$ cat src/rtl/dmrx_pkg.sv
package dmrx_pkg;

    // Status of one received wire after synchronisation
    typedef struct packed {
        logic edge_seen;   // any transition this cycle
        logic rising;      // the transition went low to high
        logic idle;        // quiet for longer than the idle window
    } line_stat_t;

    // Earliest sample count at which a transition counts as mid-bit
    function automatic int unsigned mid_threshold(input int unsigned spb);
        return spb - spb / 4;
    endfunction

    // Samples without a transition after which a wire is idle
    function automatic int unsigned idle_limit(input int unsigned spb,
                                               input int unsigned bits);
        return spb * bits + 1;
    endfunction

endpackage

$ cat src/rtl/dmrx_line_mon.sv
module dmrx_line_mon
    import dmrx_pkg::*;
#(
    parameter int unsigned SPB         = 4,
    parameter int unsigned IDLE_BITS   = 2,
    parameter int unsigned SYNC_STAGES = 2
) (
    input  logic       clk,
    input  logic       rst,
    input  logic       line_i,
    output line_stat_t stat_o
);
    localparam int unsigned IDLE_LIM = idle_limit(SPB, IDLE_BITS);
    localparam int unsigned IW       = $clog2(IDLE_LIM + 1);

    logic [SYNC_STAGES-1:0] sync_q;
    logic                   prev_q;
    logic [IW-1:0]          quiet_q;
    logic                   level;
    logic                   edge_now;

    assign level    = sync_q[SYNC_STAGES-1];
    assign edge_now = level ^ prev_q;

    always_ff @(posedge clk) begin
        if (rst) begin
            sync_q <= '0;
            prev_q <= 1'b0;
        end else begin
            sync_q <= {sync_q[SYNC_STAGES-2:0], line_i};
            prev_q <= level;
        end
    end

    // Quiet-time counter, saturating at the idle limit
    always_ff @(posedge clk) begin
        if (rst)
            quiet_q <= IW'(IDLE_LIM);
        else if (edge_now)
            quiet_q <= '0;
        else if (quiet_q != IW'(IDLE_LIM))
            quiet_q <= quiet_q + 1'b1;
    end

    assign stat_o.edge_seen = edge_now;
    assign stat_o.rising    = edge_now & level;
    assign stat_o.idle      = (quiet_q == IW'(IDLE_LIM));

    // a transition always clears the idle flag on the next cycle
    a_r8_edge_clears_idle: assert property (@(posedge clk) disable iff (rst)
        stat_o.edge_seen |=> !stat_o.idle);

endmodule

$ cat src/rtl/dmrx_select.sv
module dmrx_select (
    input  logic       clk,
    input  logic       rst,
    input  logic [1:0] idle_i,
    input  logic [1:0] edge_i,
    output logic       sel_q,
    output logic       sel_nxt,
    output logic       restart_o
);
    logic other;
    assign other = ~sel_q;

    always_comb begin
        sel_nxt = sel_q;
        if (idle_i[sel_q] && !edge_i[sel_q] && edge_i[other])
            sel_nxt = other;
    end

    assign restart_o = (sel_nxt != sel_q);

    always_ff @(posedge clk) begin
        if (rst) sel_q <= 1'b0;
        else     sel_q <= sel_nxt;
    end

    // an active selected wire keeps the selection
    a_r7_hold_while_busy: assert property (@(posedge clk) disable iff (rst)
        !idle_i[sel_q] |=> $stable(sel_q));

endmodule

$ cat src/rtl/dmrx_decoder.sv
module dmrx_decoder
    import dmrx_pkg::*;
#(
    parameter int unsigned SPB = 4
) (
    input  logic clk,
    input  logic rst,
    input  logic edge_i,
    input  logic rising_i,
    input  logic idle_i,
    input  logic restart_i,
    output logic locked_o,
    output logic bit_valid_o,
    output logic bit_o
);
    localparam int unsigned MID_MIN = mid_threshold(SPB);
    localparam int unsigned CNT_MAX = 2 * SPB;
    localparam int unsigned CW      = $clog2(CNT_MAX + 1);

    logic          locked_q;
    logic [CW-1:0] since_q;
    logic          eff_locked;
    logic          mid_edge;

    assign eff_locked = locked_q & ~restart_i;
    assign mid_edge   = edge_i && eff_locked && (since_q >= CW'(MID_MIN));

    always_ff @(posedge clk) begin
        if (rst) begin
            locked_q    <= 1'b0;
            since_q     <= '0;
            bit_valid_o <= 1'b0;
            bit_o       <= 1'b0;
        end else begin
            bit_valid_o <= 1'b0;
            if (since_q != CW'(CNT_MAX))
                since_q <= since_q + 1'b1;
            if (edge_i && !eff_locked) begin
                if (rising_i) begin
                    locked_q    <= 1'b1;
                    bit_valid_o <= 1'b1;
                    bit_o       <= 1'b1;
                    since_q     <= CW'(1);
                end
            end else if (mid_edge) begin
                bit_valid_o <= 1'b1;
                bit_o       <= rising_i;
                since_q     <= CW'(1);
            end else if (!edge_i && idle_i) begin
                locked_q <= 1'b0;
            end
        end
    end

    assign locked_o = locked_q;

    // acquiring lock always emits a one
    a_r3_lock_starts_with_one: assert property (@(posedge clk) disable iff (rst)
        $rose(locked_q) |-> (bit_valid_o && bit_o));

    // bit strobes are single-cycle and never adjacent
    a_r9_no_back_to_back: assert property (@(posedge clk) disable iff (rst)
        bit_valid_o |=> !bit_valid_o);

endmodule

$ cat src/rtl/dual_manchester_rx.sv
module dual_manchester_rx
    import dmrx_pkg::*;
#(
    parameter int unsigned SPB         = 4,
    parameter int unsigned IDLE_BITS   = 2,
    parameter int unsigned SYNC_STAGES = 2
) (
    input  logic       clk,
    input  logic       rst,
    input  logic [1:0] rx_line_i,
    output logic       sel_o,
    output logic       line_idle_o,
    output logic       locked_o,
    output logic       bit_valid_o,
    output logic       bit_o
);
    localparam int unsigned NLINES = 2;

    line_stat_t         stat_v [NLINES];
    logic [NLINES-1:0]  edge_v;
    logic [NLINES-1:0]  rise_v;
    logic [NLINES-1:0]  idle_v;
    logic               sel_q;
    logic               sel_nxt;
    logic               restart;

    for (genvar i = 0; i < NLINES; i++) begin : g_line
        dmrx_line_mon #(
            .SPB        (SPB),
            .IDLE_BITS  (IDLE_BITS),
            .SYNC_STAGES(SYNC_STAGES)
        ) u_mon (
            .clk   (clk),
            .rst   (rst),
            .line_i(rx_line_i[i]),
            .stat_o(stat_v[i])
        );
        assign edge_v[i] = stat_v[i].edge_seen;
        assign rise_v[i] = stat_v[i].rising;
        assign idle_v[i] = stat_v[i].idle;
    end

    dmrx_select u_sel (
        .clk      (clk),
        .rst      (rst),
        .idle_i   (idle_v),
        .edge_i   (edge_v),
        .sel_q    (sel_q),
        .sel_nxt  (sel_nxt),
        .restart_o(restart)
    );

    // The decoder follows the wire chosen this cycle, so a switching edge is not lost
    dmrx_decoder #(.SPB(SPB)) u_dec (
        .clk        (clk),
        .rst        (rst),
        .edge_i     (edge_v[sel_nxt]),
        .rising_i   (rise_v[sel_nxt]),
        .idle_i     (idle_v[sel_nxt]),
        .restart_i  (restart),
        .locked_o   (locked_o),
        .bit_valid_o(bit_valid_o),
        .bit_o      (bit_o)
    );

    assign sel_o       = sel_q;
    assign line_idle_o = idle_v[sel_q];

    // no bit is reported while the selected wire is idle
    a_r9_quiet_when_idle: assert property (@(posedge clk) disable iff (rst)
        line_idle_o |-> !bit_valid_o);

endmodule

$ cat config.mk
export PLATFORM = sky130hd
export DESIGN_NAME = dual_manchester_rx
export DESIGN_NICKNAME = d
export VERILOG_FILES = /design/src/rtl/dmrx_pkg.sv /design/src/rtl/dmrx_line_mon.sv /design/src/rtl/dmrx_select.sv /design/src/rtl/dmrx_decoder.sv /design/src/rtl/dual_manchester_rx.sv
export SDC_FILE = /design/constraint.sdc
export NUM_CORES = 1
export LEC_CHECK = 0
export CAP_MARGIN = 20
export CORE_MARGIN = 3
export CORE_UTILIZATION = 50
export DETAILED_ROUTE_END_ITERATION = 8
export PLACE_DENSITY = 0.74
export SYNTH_ARGS = -nofsm -noshare
export SYNTH_HDL_FRONTEND = slang
export SYNTH_SLANG_ARGS = --single-unit
$ cat constraint.sdc
create_clock -name clk -period 2.68 [get_ports clk]
set_clock_uncertainty 0.2 [all_clocks]
set_input_delay 0.536 -clock clk [delete_from_list [all_inputs] [get_ports clk]]
set_output_delay 0.536 -clock clk [all_outputs]
set_load 0.03 [all_outputs]
==> impl_metrics.py, run 1 <==
metrics = {
    "run_status": {
        "status": "finished clean",
    },
    "synth": {
        "synth_warnings": 0,
        "syn_avg_cell_area_um2": 9.578,
        "yosysSeqAreaShare": 0.3964,
        "synth_area_um2": 1111,
        "synth_cell_types": 33,
        "synth_top_area_share": 0.3964,
        "synth.area.top_cells": "dfxtp_1 (40%), ha_1 (9.0%), xnor2_1 (6.3%)",
        "synth_cells": 116,
        "synth_seq_cells": 22,
        "yosys.area.top_type": "dfxtp_1",
        "synth_edf_count": 0,
        "ys.flop_type": "dfxtp_1",
        "syn_nets": 128,
        "synth_async_sr_flop_share": 0,
    },
    "place": {
        "placed_area_um2": 1212,
        "dpl.hpwl_mm": 1.469,
        "gp_routability_congestion": 0.7666,
        "dp.cells": 148,
        "dp_slack_ns": 0.2140,
        "port_buffers": 8,
    },
    "worst_setup_path": {
        "crit_required_ns": 1.94,
        "path_cells": "ha_1 -> nand3b_4 -> o21ai_0 -> dlygate4sd2_1",
        "slowest_delay_ns": 0.44,
        "arrival_ns": 1.79,
        "path_class": "reg -> out",
        "path_delay_family": "buffers and inverters",
        "r2r_start": "g_line[0].u_mon.prev_q$_SDFF_PP0_",
        "worst_setup_path_end_kind": "output pin",
        "cp_num_buf_inv": 1,
        "crit_start": "g_line[0].u_mon.quiet_q[0]$_SDFFE_PP1P_",
        "start_kind": "register",
        "path_max_fanout": 4,
        "r2r_setup_slack_ns": 0.55,
        "crit_slowest_cell": "dlygate4sd2_1",
    },
    "floorplanning": {
        "die_y_um": 53.14,
        "ios": 9,
        "fp-row-count": 16,
        "initial_core_util": 0.5441,
        "dieWidth_um": 53.14,
        "fp.coreArea_um2": 2042,
        "dieArea_um2": 2824,
    },
    "flow_run": {
        "drv_cap": 0,
    },
    "clock_network": {
        "cts_root_buffer": "clkbuf_4",
        "cts_buffer_depth": 2,
        "clk_pin_slew_ns": 0.13,
        "cts_tree": "built",
        "htree_levels": 1,
        "cts_buffers": 3,
        "cts_hold_buf": 0,
        "cts.sinks": 22,
        "clk_latency_ns": 0.31,
    },
    "drt": {
        "wl_per_cell_um": 12.89,
        "drtAntennaViolNets": 0,
        "drt_first_pass_iters": 4,
        "drcViolationCount": 0,
        "viasPerCell": 5.507,
        "via_count": 837,
        "drt_wl_total_mm": 1.959,
        "drtIter0Drc": 18,
    },
    "final_layout": {
        "final_common_cell": "dfxtp_1",
        "area_growth_syn_to_layout_pct": 12.28,
        "final_area_um2": 1247,
        "fin_cells": 152,
        "n_antenna_cell": 0,
        "final_nets": 138,
        "drive_gt1_frac": 0.08000,
        "fill_cells": 189,
        "layout_common_cells": "dfxtp_1 (22), inv_1 (9), xnor2_1 (8), ha_1 (8)",
    },
    "timing": {
        "finalMaxSlewViolations": 0,
        "rsz0062_at_grt": "no",
        "hold_viol_final": 0,
        "setup_tns_ns": 0,
        "min_period_ns": 2.529,
        "slew_headroom": 0.6428,
        "setup_slack_ns": 0.1508,
        "max_freq_ghz": 0.3954,
        "min_period_over_period": 0.9437,
        "worst_pin_slew_ns": 0.5341,
        "finalSetupViolCount": 0,
    },
    "pwr": {
        "p_leak_uw": 0.0004838,
        "ir_drop_uv": 507.4,
        "power_density_nw_per_um2": 845.1,
        "power_uw": 1054,
    },
    "grt": {
        "grt_pass1_vias": 798,
        "grt_max_degree": 16,
        "grt_pass1_wl_mm": 3.284,
        "antenna_found_initial": 0,
        "grtUsageTotal": 0.1640,
        "grt_overflow": 0,
    },
    "worst_hold_path": {
        "worstHoldStart": "g_line[0].u_mon.sync_q[0]$_SDFF_PP0_",
        "hp-class": "reg -> reg",
    },
}
-- worst register-to-register path, delay by kind of cell, from the launching register on --
| kind | cells | cell delay (ns) |
|---|---|---|
| flops | 1 | 0.33 |
| fa+ha+maj | 1 | 0.37 |
| buf+inv | 1 | 0.04 |
| simple gates | 3 | 0.75 |
| compound gates | 1 | 0.35 |
-- cell families (layout without fill, tap and decap cells) --
logic type / after synthesis / count (layout) / share of synthesized area
xor+xnor: 8 / 8 / 0.06307
simple gates: 37 / 37 / 0.2128
compound gates: 26 / 26 / 0.1734
mux: 1 / 1 / 0.009009
buf+inv: 14 / 23 / 0.05517
fa+ha+maj: 8 / 8 / 0.09009
flops: 22 / 22 / 0.3964
-- synthesized netlist by cell type (3+ instances only) --
| master | count |
|---|---|
| nor2_1 | 5 |
| nor3_1 | 3 |
| o21ai_0 | 3 |
| inv_1 | 9 |
| nand3_1 | 4 |
| dfxtp_1 | 22 |
| a21o_1 | 5 |
| nand2_1 | 4 |
| and3b_1 | 5 |
| a21oi_1 | 3 |
| nor2b_1 | 7 |
| a211oi_1 | 5 |
| ha_1 | 8 |
| xnor2_1 | 8 |
-- power by group --
group          internal [uW]  switching (uW)  total [uW]
clock network           82.9            98.5         181
logic                    205             233         438
registers                381            54.7         435
total                    669             386        1050
-- routing by layer --
layer  share of wire  wire (um)  up-vias  global-route usage
met1            0.48        946      399              0.1880
met4           0.012         23        0             0.07660
met3           0.040         79        2             0.05070
met2            0.46        909       13              0.2748
met5               0          0        -                   0
li1                -          -      423                   -
-- final cells by class --
class	instances	area [um2]	area share
multi-input combinational	80	609.3	0.4885
inverter	9	33.78	0.02708
timing repair buffer	10	93.84	0.07523
clock buffer	4	36.28	0.02909
sequential	22	440.4	0.3531
tap	27	33.78	0.02708
-- state kept, by name (all words and copies together) (netlist names) --
register,flops
g_line.u_mon.prev_q,2
u_dec.bit_valid_o,1
g_line.u_mon.quiet_q,8
u_dec.bit_o,1
u_sel.sel_q,1
u_dec.locked_o,1
u_dec.since_q,4
g_line.u_mon.sync_q,4
-- path summary, 6_finish.rpt --
check	endpoint	cells past startpoint
hold reg to reg	g_line[0].u_mon.sync_q[1]$_SDFF_PP0_	1
setup reg to reg	u_dec.since_q[1]$_SDFF_PP0_	6
setup / recovery	line_idle_o	4
hold / removal	g_line[0].u_mon.sync_q[1]$_SDFF_PP0_	1
-- through the flow --
stage | hold slack [ns] | util
after global placement | 0.2204 | 0.5938
after detailed placement | 0.2256 | 0.5938
final | 0.2477 | 0.6109
after floorplan | 0.2138 | -
after CTS | 0.2540 | 0.6109
after global routing | 0.2688 | 0.6109
-- repair_timing --
item,4_1_cts,5_1_grt
buffers inserted,0,0
gates resized for setup,1,0
setup endpoints to repair,1,0
Note: power is estimated with default switching activity, not from simulation.
==> run 2: changes to the inputs <==
PLACE_DENSITY = 0.7   (was 0.74)
==> run 2 against run 1 <==
- via count fell by 1.8%
- critical path depth did not move
- sequential cell count did not move
- non-clock buffer count did not move
- clock power fell by 2%
- largest cell class unchanged
- critical endpoint unchanged
- first-iteration DRC count fell by 39%
- highest routed layer is now met3
- hold slack improved by 0.0043 ns
- global-route usage fell by 0.80 points
- sequential share of layout area did not move
- wire length fell by 3.4%
==> impl_metrics.py, run 2 (synthesis gave the netlist of run 1 again) <==
metrics = {
    "drt": {
        "wl_per_cell_um": 12.45,
        "drt_wl_total_mm": 1.892,
        "drtAntennaViolNets": 0,
        "drt_first_pass_iters": 4,
        "via_count": 822,
        "drcViolationCount": 0,
        "viasPerCell": 5.408,
        "drtIter0Drc": 11,
    },
    "floorplanning": {
        "initial_core_util": 0.5441,
        "dieArea_um2": 2824,
        "fp.coreArea_um2": 2042,
        "fp-row-count": 16,
        "ios": 9,
        "dieWidth_um": 53.14,
        "die_y_um": 53.14,
    },
    "grt": {
        "grt_pass1_vias": 773,
        "grtUsageTotal": 0.1561,
        "grt_max_degree": 18,
        "antenna_found_initial": 0,
        "grt_pass1_wl_mm": 3.270,
        "grt_overflow": 0,
    },
    "worst_hold_path": {
        "hp-class": "reg -> reg",
    },
    "worst_setup_path": {
        "path_class": "reg -> out",
        "crit_slowest_cell": "dlygate4sd2_1",
        "path_cells": "ha_1 -> nand3b_4 -> o21ai_0 -> dlygate4sd2_1",
        "worst_setup_path_end_kind": "output pin",
        "arrival_ns": 1.78,
        "cp_num_buf_inv": 1,
        "path_delay_family": "buffers and inverters",
        "crit_required_ns": 1.94,
        "slowest_delay_ns": 0.44,
        "start_kind": "register",
        "r2r_setup_slack_ns": 0.55,
        "path_max_fanout": 4,
    },
    "clock_network": {
        "post_cts_buffers": 0,
        "cts.sinks": 22,
        "cts_buffers": 3,
        "clk_pin_slew_ns": 0.12,
        "clk_latency_ns": 0.30,
        "cts_root_buffer": "clkbuf_4",
        "htree_levels": 1,
        "cts_hold_buf": 0,
        "cts_resized": 1,
        "cts_buffer_depth": 2,
        "cts_tree": "built",
    },
    "final_layout": {
        "final_common_cell": "dfxtp_1",
        "final_nets": 138,
        "fin_cells": 152,
        "fill_cells": 188,
        "area_growth_syn_to_layout_pct": 12.28,
        "reg.largest.list": "g_line.u_mon.quiet_q: 8 flops, g_line.u_mon.sync_q: 4 flops, u_dec.since_q: 4 flops",
        "n_antenna_cell": 0,
        "seq_area_um2": 440.4,
        "regMostFlops": "g_line.u_mon.quiet_q",
        "drive_gt1_frac": 0.08000,
        "largest_register_ffs": 8,
        "multiInputGateArea_um2": 609.3,
        "layout_common_cells": "dfxtp_1 (22), inv_1 (9), xnor2_1 (8), ha_1 (8)",
    },
    "timing": {
        "rsz0062_at_grt": "no",
        "hold_viol_final": 0,
        "min_period_ns": 2.513,
        "finalMaxSlewViolations": 0,
        "worst_pin_slew_ns": 0.5869,
        "hold_slack_ns": 0.2520,
        "slew_headroom": 0.6075,
        "max_freq_ghz": 0.3979,
        "finalSetupViolCount": 0,
        "setup_tns_ns": 0,
        "min_period_over_period": 0.9377,
    },
    "place": {
        "dp.cells": 148,
        "port_buffers": 8,
        "gp_routability_congestion": 0.8786,
        "dpl.hpwl_mm": 1.468,
    },
    "pwr": {
        "p_leak_uw": 0.0004838,
        "ir_drop_uv": 539.0,
        "power_density_nw_per_um2": 846.7,
    },
    "flow_run": {
        "drv_cap": 0,
    },
    "run_status": {
        "status": "finished clean",
    },
}
run 2: cell counts in the layout (fill, tap and decap cells not counted):
No cell type changed its count.
run 2: power breakdown:
part           total, uW  switching, uW  internal, uW
clock                177           94.6          82.7
combinational        446            241           205
sequential           433           52.6           380
total               1060            388           668
run 2: stage by stage:
| stage | instance area (um2) | util | worst slack, ns | total power [uW] |
|---|---|---|---|---|
| after CTS | 1247 | 0.6109 | 0.1615 | 1066 |
| after floorplan | 1111 | - | 0.4839 | 793.7 |
| after global placement | 1212 | 0.5938 | 0.2662 | 871.2 |
| final | 1247 | 0.6109 | 0.1670 | 1056 |
| after global routing | 1247 | 0.6109 | 0.04943 | 1135 |
| after detailed placement | 1212 | 0.5938 | 0.2131 | 894.5 |
run 2: final cells by class:
type	instances	share of cell area
Sequential cell	22	0.3531
Inverter	9	0.02708
Tap cell	27	0.02708
Timing Repair Buffer	10	0.07523
Clock buffer	4	0.02909
Multi-Input combinational cell	80	0.4885
run 2: metal layers:
metal | wire (um) | vias up | global-route usage
met4 | 0 | 0 | 0.03830
met3 | 62 | 0 | 0.03380
met5 | 0 | - | 0
met2 | 888 | 13 | 0.2665
met1 | 942 | 384 | 0.1976
li1 | - | 425 | -
run 2: path summary, 6_finish.rpt:
kind | startpoint | to | cells past startpoint
max | g_line[0].u_mon.quiet_q[0]$_SDFFE_PP1P_ | line_idle_o | 4
min | g_line[0].u_mon.sync_q[0]$_SDFF_PP0_ | g_line[0].u_mon.sync_q[1]$_SDFF_PP0_ | 1
max reg2reg | g_line[1].u_mon.prev_q$_SDFF_PP0_ | u_dec.since_q[2]$_SDFF_PP0_ | 6
min reg2reg | g_line[0].u_mon.sync_q[0]$_SDFF_PP0_ | g_line[0].u_mon.sync_q[1]$_SDFF_PP0_ | 1
run 2: worst reg2reg max path: stages (launching register included):
cell and delay (ns):
dfxtp_1 0.33, inv_1 0.04, ha_1 0.40, and2_1 0.22
a311oi_1 0.33, nand4_1 0.28, and3b_1 0.25
